### config.mk
export PLATFORM = sky130hd
export DESIGN_NAME = branch_next_pc
export DESIGN_NICKNAME = d
export VERILOG_FILES = /design/src/rtl/bnpc_pkg.sv /design/src/rtl/bnpc_operand_sel.sv /design/src/rtl/bnpc_cond_eval.sv /design/src/rtl/bnpc_target.sv /design/src/rtl/branch_next_pc.sv
export SDC_FILE = /design/constraint.sdc
export NUM_CORES = 1
export LEC_CHECK = 0
export BUFFER_PORTS_ARGS = -buffer_cell sky130_fd_sc_hd__buf_2
export CORE_MARGIN = 8
export CORE_UTILIZATION = 35
export DETAILED_ROUTE_END_ITERATION = 6
export MAX_ROUTING_LAYER = met4
export SLEW_MARGIN = 40
export SYNTH_ARGS = -nofsm -noshare
export SYNTH_HDL_FRONTEND = slang
export SYNTH_SLANG_ARGS = --single-unit
### constraint.sdc
create_clock -name clk -period 6.84 [get_ports clk]
set_clock_uncertainty 0.1 [all_clocks]
set_input_delay 0.684 -clock clk [delete_from_list [all_inputs] [get_ports clk]]
set_output_delay 0.684 -clock clk [all_outputs]
set_load 0.05 [all_outputs]
### src/rtl/bnpc_pkg.sv
package bnpc_pkg;

    typedef enum logic [3:0] {
        JC_ALWAYS = 4'h0,
        JC_EQ     = 4'h1,
        JC_UGT    = 4'h2,
        JC_UGE    = 4'h3,
        JC_BITS   = 4'h4,
        JC_NE     = 4'h5,
        JC_SGT    = 4'h6,
        JC_SGE    = 4'h7,
        JC_CALL   = 4'h8,
        JC_EXIT   = 4'h9,
        JC_ULT    = 4'hA,
        JC_ULE    = 4'hB,
        JC_SLT    = 4'hC,
        JC_SLE    = 4'hD,
        JC_RSV_E  = 4'hE,
        JC_RSV_F  = 4'hF
    } jcode_e;

    typedef struct packed {
        logic taken;
        logic call;
        logic halt;
        logic illegal;
    } flags_t;

endpackage

### src/rtl/bnpc_operand_sel.sv
module bnpc_operand_sel #(
    parameter int DATA_W   = 64,
    parameter int NARROW_W = 32
) (
    input  logic [DATA_W-1:0] dst_i,
    input  logic [DATA_W-1:0] src_i,
    input  logic [DATA_W-1:0] imm_i,
    input  logic              use_reg_i,
    input  logic              narrow_i,
    output logic [DATA_W-1:0] lhs_o,
    output logic [DATA_W-1:0] rhs_o,
    output logic              lhs_neg_o,
    output logic              rhs_neg_o
);
    localparam int HI_W = DATA_W - NARROW_W;

    logic [DATA_W-1:0] rhs_raw;
    assign rhs_raw = use_reg_i ? src_i : imm_i;

    generate
        if (HI_W > 0) begin : g_narrow
            // Narrow mode zero-extends the low word; the sign bit is
            // taken from the top of the narrow field instead.
            always_comb begin
                if (narrow_i) begin
                    lhs_o     = {{HI_W{1'b0}}, dst_i[NARROW_W-1:0]};
                    rhs_o     = {{HI_W{1'b0}}, rhs_raw[NARROW_W-1:0]};
                    lhs_neg_o = dst_i[NARROW_W-1];
                    rhs_neg_o = rhs_raw[NARROW_W-1];
                end else begin
                    lhs_o     = dst_i;
                    rhs_o     = rhs_raw;
                    lhs_neg_o = dst_i[DATA_W-1];
                    rhs_neg_o = rhs_raw[DATA_W-1];
                end
            end
        end else begin : g_flat
            assign lhs_o     = dst_i;
            assign rhs_o     = rhs_raw;
            assign lhs_neg_o = dst_i[DATA_W-1];
            assign rhs_neg_o = rhs_raw[DATA_W-1];
        end
    endgenerate

endmodule

### src/rtl/bnpc_cond_eval.sv
module bnpc_cond_eval
    import bnpc_pkg::*;
#(
    parameter int DATA_W = 64
) (
    input  logic [DATA_W-1:0] lhs_i,
    input  logic [DATA_W-1:0] rhs_i,
    input  logic              lhs_neg_i,
    input  logic              rhs_neg_i,
    input  jcode_e            code_i,
    output logic              hit_o
);
    logic is_eq;
    logic is_ult;
    logic is_slt;
    logic any_bits;

    assign is_eq    = (lhs_i == rhs_i);
    assign is_ult   = (lhs_i < rhs_i);
    // One magnitude comparator serves both readings: differing signs
    // decide the signed order directly, equal signs defer to magnitude.
    assign is_slt   = (lhs_neg_i != rhs_neg_i) ? lhs_neg_i : is_ult;
    assign any_bits = |(lhs_i & rhs_i);

    always_comb begin
        case (code_i)
            JC_ALWAYS: hit_o = 1'b1;
            JC_EQ:     hit_o = is_eq;
            JC_NE:     hit_o = !is_eq;
            JC_BITS:   hit_o = any_bits;
            JC_UGT:    hit_o = !is_ult && !is_eq;
            JC_UGE:    hit_o = !is_ult;
            JC_ULT:    hit_o = is_ult;
            JC_ULE:    hit_o = is_ult || is_eq;
            JC_SGT:    hit_o = !is_slt && !is_eq;
            JC_SGE:    hit_o = !is_slt;
            JC_SLT:    hit_o = is_slt;
            JC_SLE:    hit_o = is_slt || is_eq;
            default:   hit_o = 1'b0;
        endcase
    end

endmodule

### src/rtl/bnpc_target.sv
module bnpc_target #(
    parameter int PC_W       = 64,
    parameter int OFF_W      = 16,
    parameter int SLOT_BYTES = 8
) (
    input  logic [PC_W-1:0]  pc_i,
    input  logic [OFF_W-1:0] off_i,
    output logic [PC_W-1:0]  seq_pc_o,
    output logic [PC_W-1:0]  jump_pc_o
);
    localparam int SLOT_SH = $clog2(SLOT_BYTES);

    logic [PC_W-1:0] off_ext;
    logic [PC_W-1:0] slots;

    assign off_ext   = {{(PC_W-OFF_W){off_i[OFF_W-1]}}, off_i};
    assign slots     = off_ext + PC_W'(1);
    assign jump_pc_o = pc_i + (slots << SLOT_SH);
    assign seq_pc_o  = pc_i + PC_W'(SLOT_BYTES);

endmodule

### src/rtl/branch_next_pc.sv
module branch_next_pc
    import bnpc_pkg::*;
#(
    parameter int PC_W       = 64,
    parameter int DATA_W     = 64,
    parameter int NARROW_W   = 32,
    parameter int OFF_W      = 16,
    parameter int TGT_W      = 32,
    parameter int SLOT_BYTES = 8
) (
    input  logic              clk,
    input  logic              rst_n,
    input  logic              in_valid,
    input  logic [PC_W-1:0]   pc_i,
    input  logic              narrow_i,
    input  logic [3:0]        code_i,
    input  logic              use_reg_i,
    input  logic [DATA_W-1:0] dst_i,
    input  logic [DATA_W-1:0] src_i,
    input  logic [DATA_W-1:0] imm_i,
    input  logic [OFF_W-1:0]  off_i,
    output logic              out_valid,
    output logic              taken_o,
    output logic [PC_W-1:0]   next_pc_o,
    output logic              call_o,
    output logic [TGT_W-1:0]  call_target_o,
    output logic              halt_o,
    output logic              illegal_o
);
    typedef struct packed {
        logic             valid;
        flags_t           flags;
        logic [PC_W-1:0]  npc;
        logic [TGT_W-1:0] tgt;
    } state_t;

    state_t state_d, state_q;

    jcode_e            code;
    logic [DATA_W-1:0] lhs, rhs;
    logic              lhs_neg, rhs_neg;
    logic              cond_hit;
    logic [PC_W-1:0]   seq_pc, jump_pc;

    assign code = jcode_e'(code_i);

    bnpc_operand_sel #(
        .DATA_W   (DATA_W),
        .NARROW_W (NARROW_W)
    ) u_opsel (
        .dst_i     (dst_i),
        .src_i     (src_i),
        .imm_i     (imm_i),
        .use_reg_i (use_reg_i),
        .narrow_i  (narrow_i),
        .lhs_o     (lhs),
        .rhs_o     (rhs),
        .lhs_neg_o (lhs_neg),
        .rhs_neg_o (rhs_neg)
    );

    bnpc_cond_eval #(
        .DATA_W (DATA_W)
    ) u_cond (
        .lhs_i     (lhs),
        .rhs_i     (rhs),
        .lhs_neg_i (lhs_neg),
        .rhs_neg_i (rhs_neg),
        .code_i    (code),
        .hit_o     (cond_hit)
    );

    bnpc_target #(
        .PC_W       (PC_W),
        .OFF_W      (OFF_W),
        .SLOT_BYTES (SLOT_BYTES)
    ) u_tgt (
        .pc_i      (pc_i),
        .off_i     (off_i),
        .seq_pc_o  (seq_pc),
        .jump_pc_o (jump_pc)
    );

    always_comb begin
        state_d = '0;
        if (in_valid) begin
            state_d.valid = 1'b1;
            state_d.npc   = seq_pc;
            case (code)
                JC_RSV_E, JC_RSV_F: begin
                    state_d.flags.illegal = 1'b1;
                end
                JC_CALL: begin
                    if (narrow_i) begin
                        state_d.flags.illegal = 1'b1;
                    end else begin
                        state_d.flags.call = 1'b1;
                        state_d.tgt        = imm_i[TGT_W-1:0];
                    end
                end
                JC_EXIT: begin
                    if (narrow_i) state_d.flags.illegal = 1'b1;
                    else          state_d.flags.halt    = 1'b1;
                end
                JC_ALWAYS: begin
                    if (narrow_i) state_d.flags.illegal = 1'b1;
                    else          state_d.flags.taken   = 1'b1;
                end
                default: begin
                    state_d.flags.taken = cond_hit;
                end
            endcase
            if (state_d.flags.taken) begin
                state_d.npc = jump_pc;
            end else if (state_d.flags.halt || state_d.flags.illegal) begin
                state_d.npc = pc_i;
            end
        end
    end

    always_ff @(posedge clk) begin
        if (!rst_n) state_q <= '0;
        else        state_q <= state_d;
    end

    assign out_valid     = state_q.valid;
    assign taken_o       = state_q.flags.taken;
    assign call_o        = state_q.flags.call;
    assign halt_o        = state_q.flags.halt;
    assign illegal_o     = state_q.flags.illegal;
    assign next_pc_o     = state_q.npc;
    assign call_target_o = state_q.tgt;

endmodule


==> results.txt <==
----------------------------------------------------
[Power and ir drop]
  Part of the power in the clock network ... 0.260
  Part of the total power dissipated in sequential elements ... 0.284
  Peak supply drop ... 0.000173 V
  Gate power share ... 0.456
  Power density over cell area ... between 150 and 200 nW/um^2
  Leakage power total ... between 7 and 8 nW
  Switching part of the total power ... 0.417
  Cell-internal power ... roughly 0.0013 W
  Net Switching ... around 0.00093 W

[STA]
  Final period utilization ... 0.824
  Tightest slew margin relative to the limit ... 0.475
  Setup ws final ... between 1 and 1.5 ns
  Total count of max-transition violations in the final report ... 0
  Number of endpoints with negative hold slack in the final report ... 0
  Slew at the pin closest to its max-slew limit ... roughly 0.8 ns
  Fin crit period ... between 5 and 6 ns
  Setup total negative slack ... 0 ns
  Final-report setup violation count ... 0
  RSZ-0062 raised after global routing ... false
  Maximum clock frequency ... 177 MHz

[GRT]
  Gr usage total ... 0.214
  Initial antenna violation count ... 5
  Total overflow reported by the global router ... 0
  Global-route wire length before repair ... about 65000 um
  Largest net degree at the start of global routing ... 59
  Vias in the first global route ... around 12000

[Layout]
  Commonest cells after routing, fill and taps aside ... 379 x sky130_fd_sc_hd__buf_2, 190 x sky130_fd_sc_hd__ha_1, 124 x sky130_fd_sc_hd__nor2_1
  Area occupied by multi-input gates ... 9140 sq um
  Area used by sequential logic in the layout ... slightly above 2000 sq um
  Relative area change from synthesis to final layout ... 22.5%
  Most frequent standard cell in the layout excluding fill and tap cells ... sky130_fd_sc_hd__buf_2
  Net count reported at finish ... around 2300
  Share of cells above drive strength 1 ... 0.249
  # fillers ... between 3000 and 4000

[Synthesis]
  Register area share after synthesis ... 0.172
  Post-synthesis net count ... 1972
  Netlist area before placement ... around 12000 sq um
  Synthesized flop and latch total ... 101
  Warnings, synthesis ... 0
  Cells after synthesis ... 1500
  Post-synth ARST share ... 0
  Top flip-flop cell by instance count after synthesis ... sky130_fd_sc_hd__dfxtp_1
  Per-instance average area after synthesis ... about 8 sq um
  Count of flip-flops with a built-in enable after synthesis ... 0
  Distinct cells, synth ... 76

[Clock tree]
  Maximum buffer depth of the clock tree ... 2
  CTS Sinks ... 101
  Master cell of the clock root buffer ... sky130_fd_sc_hd__clkbuf_16
  H-tree levels ... 3
  Hold Buf Count CTS ... 0
  TritonCTS clock tree ... yes
  Post-CTS repair timing setup buffer count ... 0
  Number of cells upsized or downsized after cts ... 0
  Clk pin slew, worst setup/hold paths ... 0.08 ns
  Number of buffers created by CTS ... 9

[Flow run]
  Max cap viols ... 0

[Floorplan]
  Height of the chip ... 199 um
  Width of the chip ... about 200 um
  IO Pins ... between 300 and 400
  Core area ... roughly 33000 sq um
  Total die area ... between 30000 and 40000 sq um
  Row count ... between 60 and 70
  Initial core utilization ... 0.352

[Detailed routing]
  Routed vias ... 11900
  Vias per Instance ... a little over 5
  Number of DRC violations after detailed-routing iteration 0 ... about 660
  Total wire length after detailed routing ... roughly 43000 um
  First-pass DRT Iterations ... 5
  Final routed wire length divided by cell count ... between 15 and 20 um
  DR DRC count ... 0
  Final antenna-violating net count ... 0

[Worst setup path]
  Critical path required time ... between 7 and 8 ns
  Top cell by count, worst path ... sky130_fd_sc_hd__o21ai_0
  Arrival time reported for the critical path endpoint ... approximately 5.8 ns
  Setup crit end kind ... flip-flop
  Ordered list of cells on the worst path ... buf_2 > ha_1 > nand2_1 > nor2_1 > and2_1 > nand4_1 > o21ai_0 > inv_1 > ha_1 > a21oi_1 > o21ai_0 > a211oi_1 > o21ai_0 > a21o_1 > o21ai_0 > a21oi_1 > a31oi_1 > mux2_2 > nor3_1
  CP max stage delay ... 0.54 ns
  Worst Setup Start Kind ... input pin
  Category of the most critical setup path ... input pin to flip-flop
  Worst setup path endpoint ... next_pc_o[56]
  Crit path launch ... off_i[0]
  Maximum fanout count along the critical path ... 16
  Critical path's slowest cell ... sky130_fd_sc_hd__ha_1

[Hold path]
  Path class of the lowest-slack min-delay path ... input pin to flip-flop

[Placed design]
  Placed wire-length estimate ... approximately 36000 um
  Post-place setup slack ... between 0.8 and 0.9 ns
  Routability Congestion ... 0.904
  Number of I/O port buffers ... between 300 and 400

[Run status]
  Status ... finished, final reports clean

----------------------------------------------------
==> layout make-up <==
cell class	instances	area share
Antenna cell	5	0.000871
Clock buffer	10	0.0166
Clock inverter	6	0.00549
Inverter	90	0.0235
Multi-Input combinational cell	1253	0.636
Sequential cell	101	0.141
Tap cell	448	0.0390
Timing Repair Buffer	390	0.138
==> cells in the mapped netlist (all sizes together) (3+ instances only) <==
cell | count | area share
inv | 90 | 0.029
nor3 | 17 | 0.0077
nand2 | 104 | 0.033
buf | 20 | 0.0084
nand4 | 37 | 0.020
nor4 | 25 | 0.015
a211o | 4 | 0.0030
nor2b | 42 | 0.022
ha | 190 | 0.20
dfxtp | 101 | 0.17
nand3 | 62 | 0.028
o21bai | 8 | 0.0051
nor2 | 126 | 0.041
xnor2 | 63 | 0.047
mux2 | 3 | 0.0029
a21oi | 98 | 0.042
o211a | 4 | 0.0034
a21boi | 4 | 0.0026
a211oi | 43 | 0.028
a221oi | 4 | 0.0030
and3 | 24 | 0.013
xor2 | 54 | 0.040
o21a | 5 | 0.0032
or2 | 33 | 0.018
clkbuf | 36 | 0.012
a2111oi | 4 | 0.0051
a311oi | 3 | 0.0022
o31ai | 8 | 0.0051
o211ai | 6 | 0.0038
o21ai | 50 | 0.022
or3 | 5 | 0.0027
a21o | 52 | 0.033
nand2b | 12 | 0.0064
a31o | 3 | 0.0022
and2 | 42 | 0.023
mux2i | 67 | 0.057
and4 | 5 | 0.0039
a31oi | 15 | 0.0080
==> cell families (layout without fill, tap and decap cells) <==
kind of cell,Yosys count,after routing,share of synthesized area
xor gates and xnor gates,117,117,0.0874
buffers and inverters,146,496,0.0489
adders and majority gates,191,191,0.204
AOI/OAI and AO/OA,331,331,0.187
other,0,5,0
muxes,70,70,0.0601
and+or+nand+nor,544,544,0.240
DFF,101,101,0.172
==> state kept, by name, summed over array words and instances (netlist names) <==
| name | cells |
|---|---|
| halt_o | 1 |
| out_valid | 1 |
| illegal_o | 1 |
| next_pc_o | 64 |
| taken_o | 1 |
| call_target_o | 32 |
| call_o | 1 |
==> worst max-delay path: cells and delay by family <==
| kind | cells | cell delay [ns] |
|---|---|---|
| adders and majority gates | 2 | 0.75 |
| muxes | 1 | 0.35 |
| AOI/OAI and AO/OA | 9 | 2.61 |
| buffers and inverters | 2 | 0.55 |
| and+or+nand+nor | 5 | 0.88 |
==> routing by layer <==
layer | wire [um] | vias to the layer above | share of wire | track usage
li1 | - | 6037 | - | -
met2 | 20100 | 286 | 0.47 | 0.348
met1 | 20100 | 5526 | 0.47 | 0.278
met5 | 0 | - | 0 | -
met4 | 613 | 0 | 0.014 | 0.0535
met3 | 2050 | 25 | 0.048 | 0.0262
==> how the worst min path moves through the flow <==
stage                             end       from  depth (start not counted)
floorplan            call_target_o[0]   imm_i[0]                          1
global placement    call_target_o[26]  imm_i[26]                          2
detailed placement   call_target_o[7]   imm_i[7]                          2
CTS                 call_target_o[27]  imm_i[27]                          2
global route        call_target_o[24]  imm_i[24]                          2
finish              call_target_o[27]  imm_i[27]                          2
==> power by group through the flow <==
stage / combinational (W) / sequential [W] / clock, W
4_1_cts: 0.00102 / 0.000635 / 0.000598
6_report: 0.00102 / 0.000634 / 0.000579
3_5_place_dp: 0.00101 / 0.000648 / 0
5_1_grt: 0.00112 / 0.000637 / 0.000616
2_1_floorplan: 0.000580 / 0.000766 / 0
3_3_place_gp: 0.00100 / 0.000647 / 0
==> stage by stage <==
stage	power [W]	instance area (sq um)	util	cells	hold slack, ns
2_1_floorplan	0.00135	11700	-	1500	0.706
3_3_place_gp	0.00165	14000	0.422	2282	0.800
3_5_place_dp	0.00166	14000	0.422	2282	0.804
4_1_cts	0.00225	14400	0.431	2298	0.391
5_1_grt	0.00237	14400	0.432	2303	0.401
6_report	0.00223	14400	0.432	2303	0.414
Note: power is estimated with default switching activity, not from simulation.
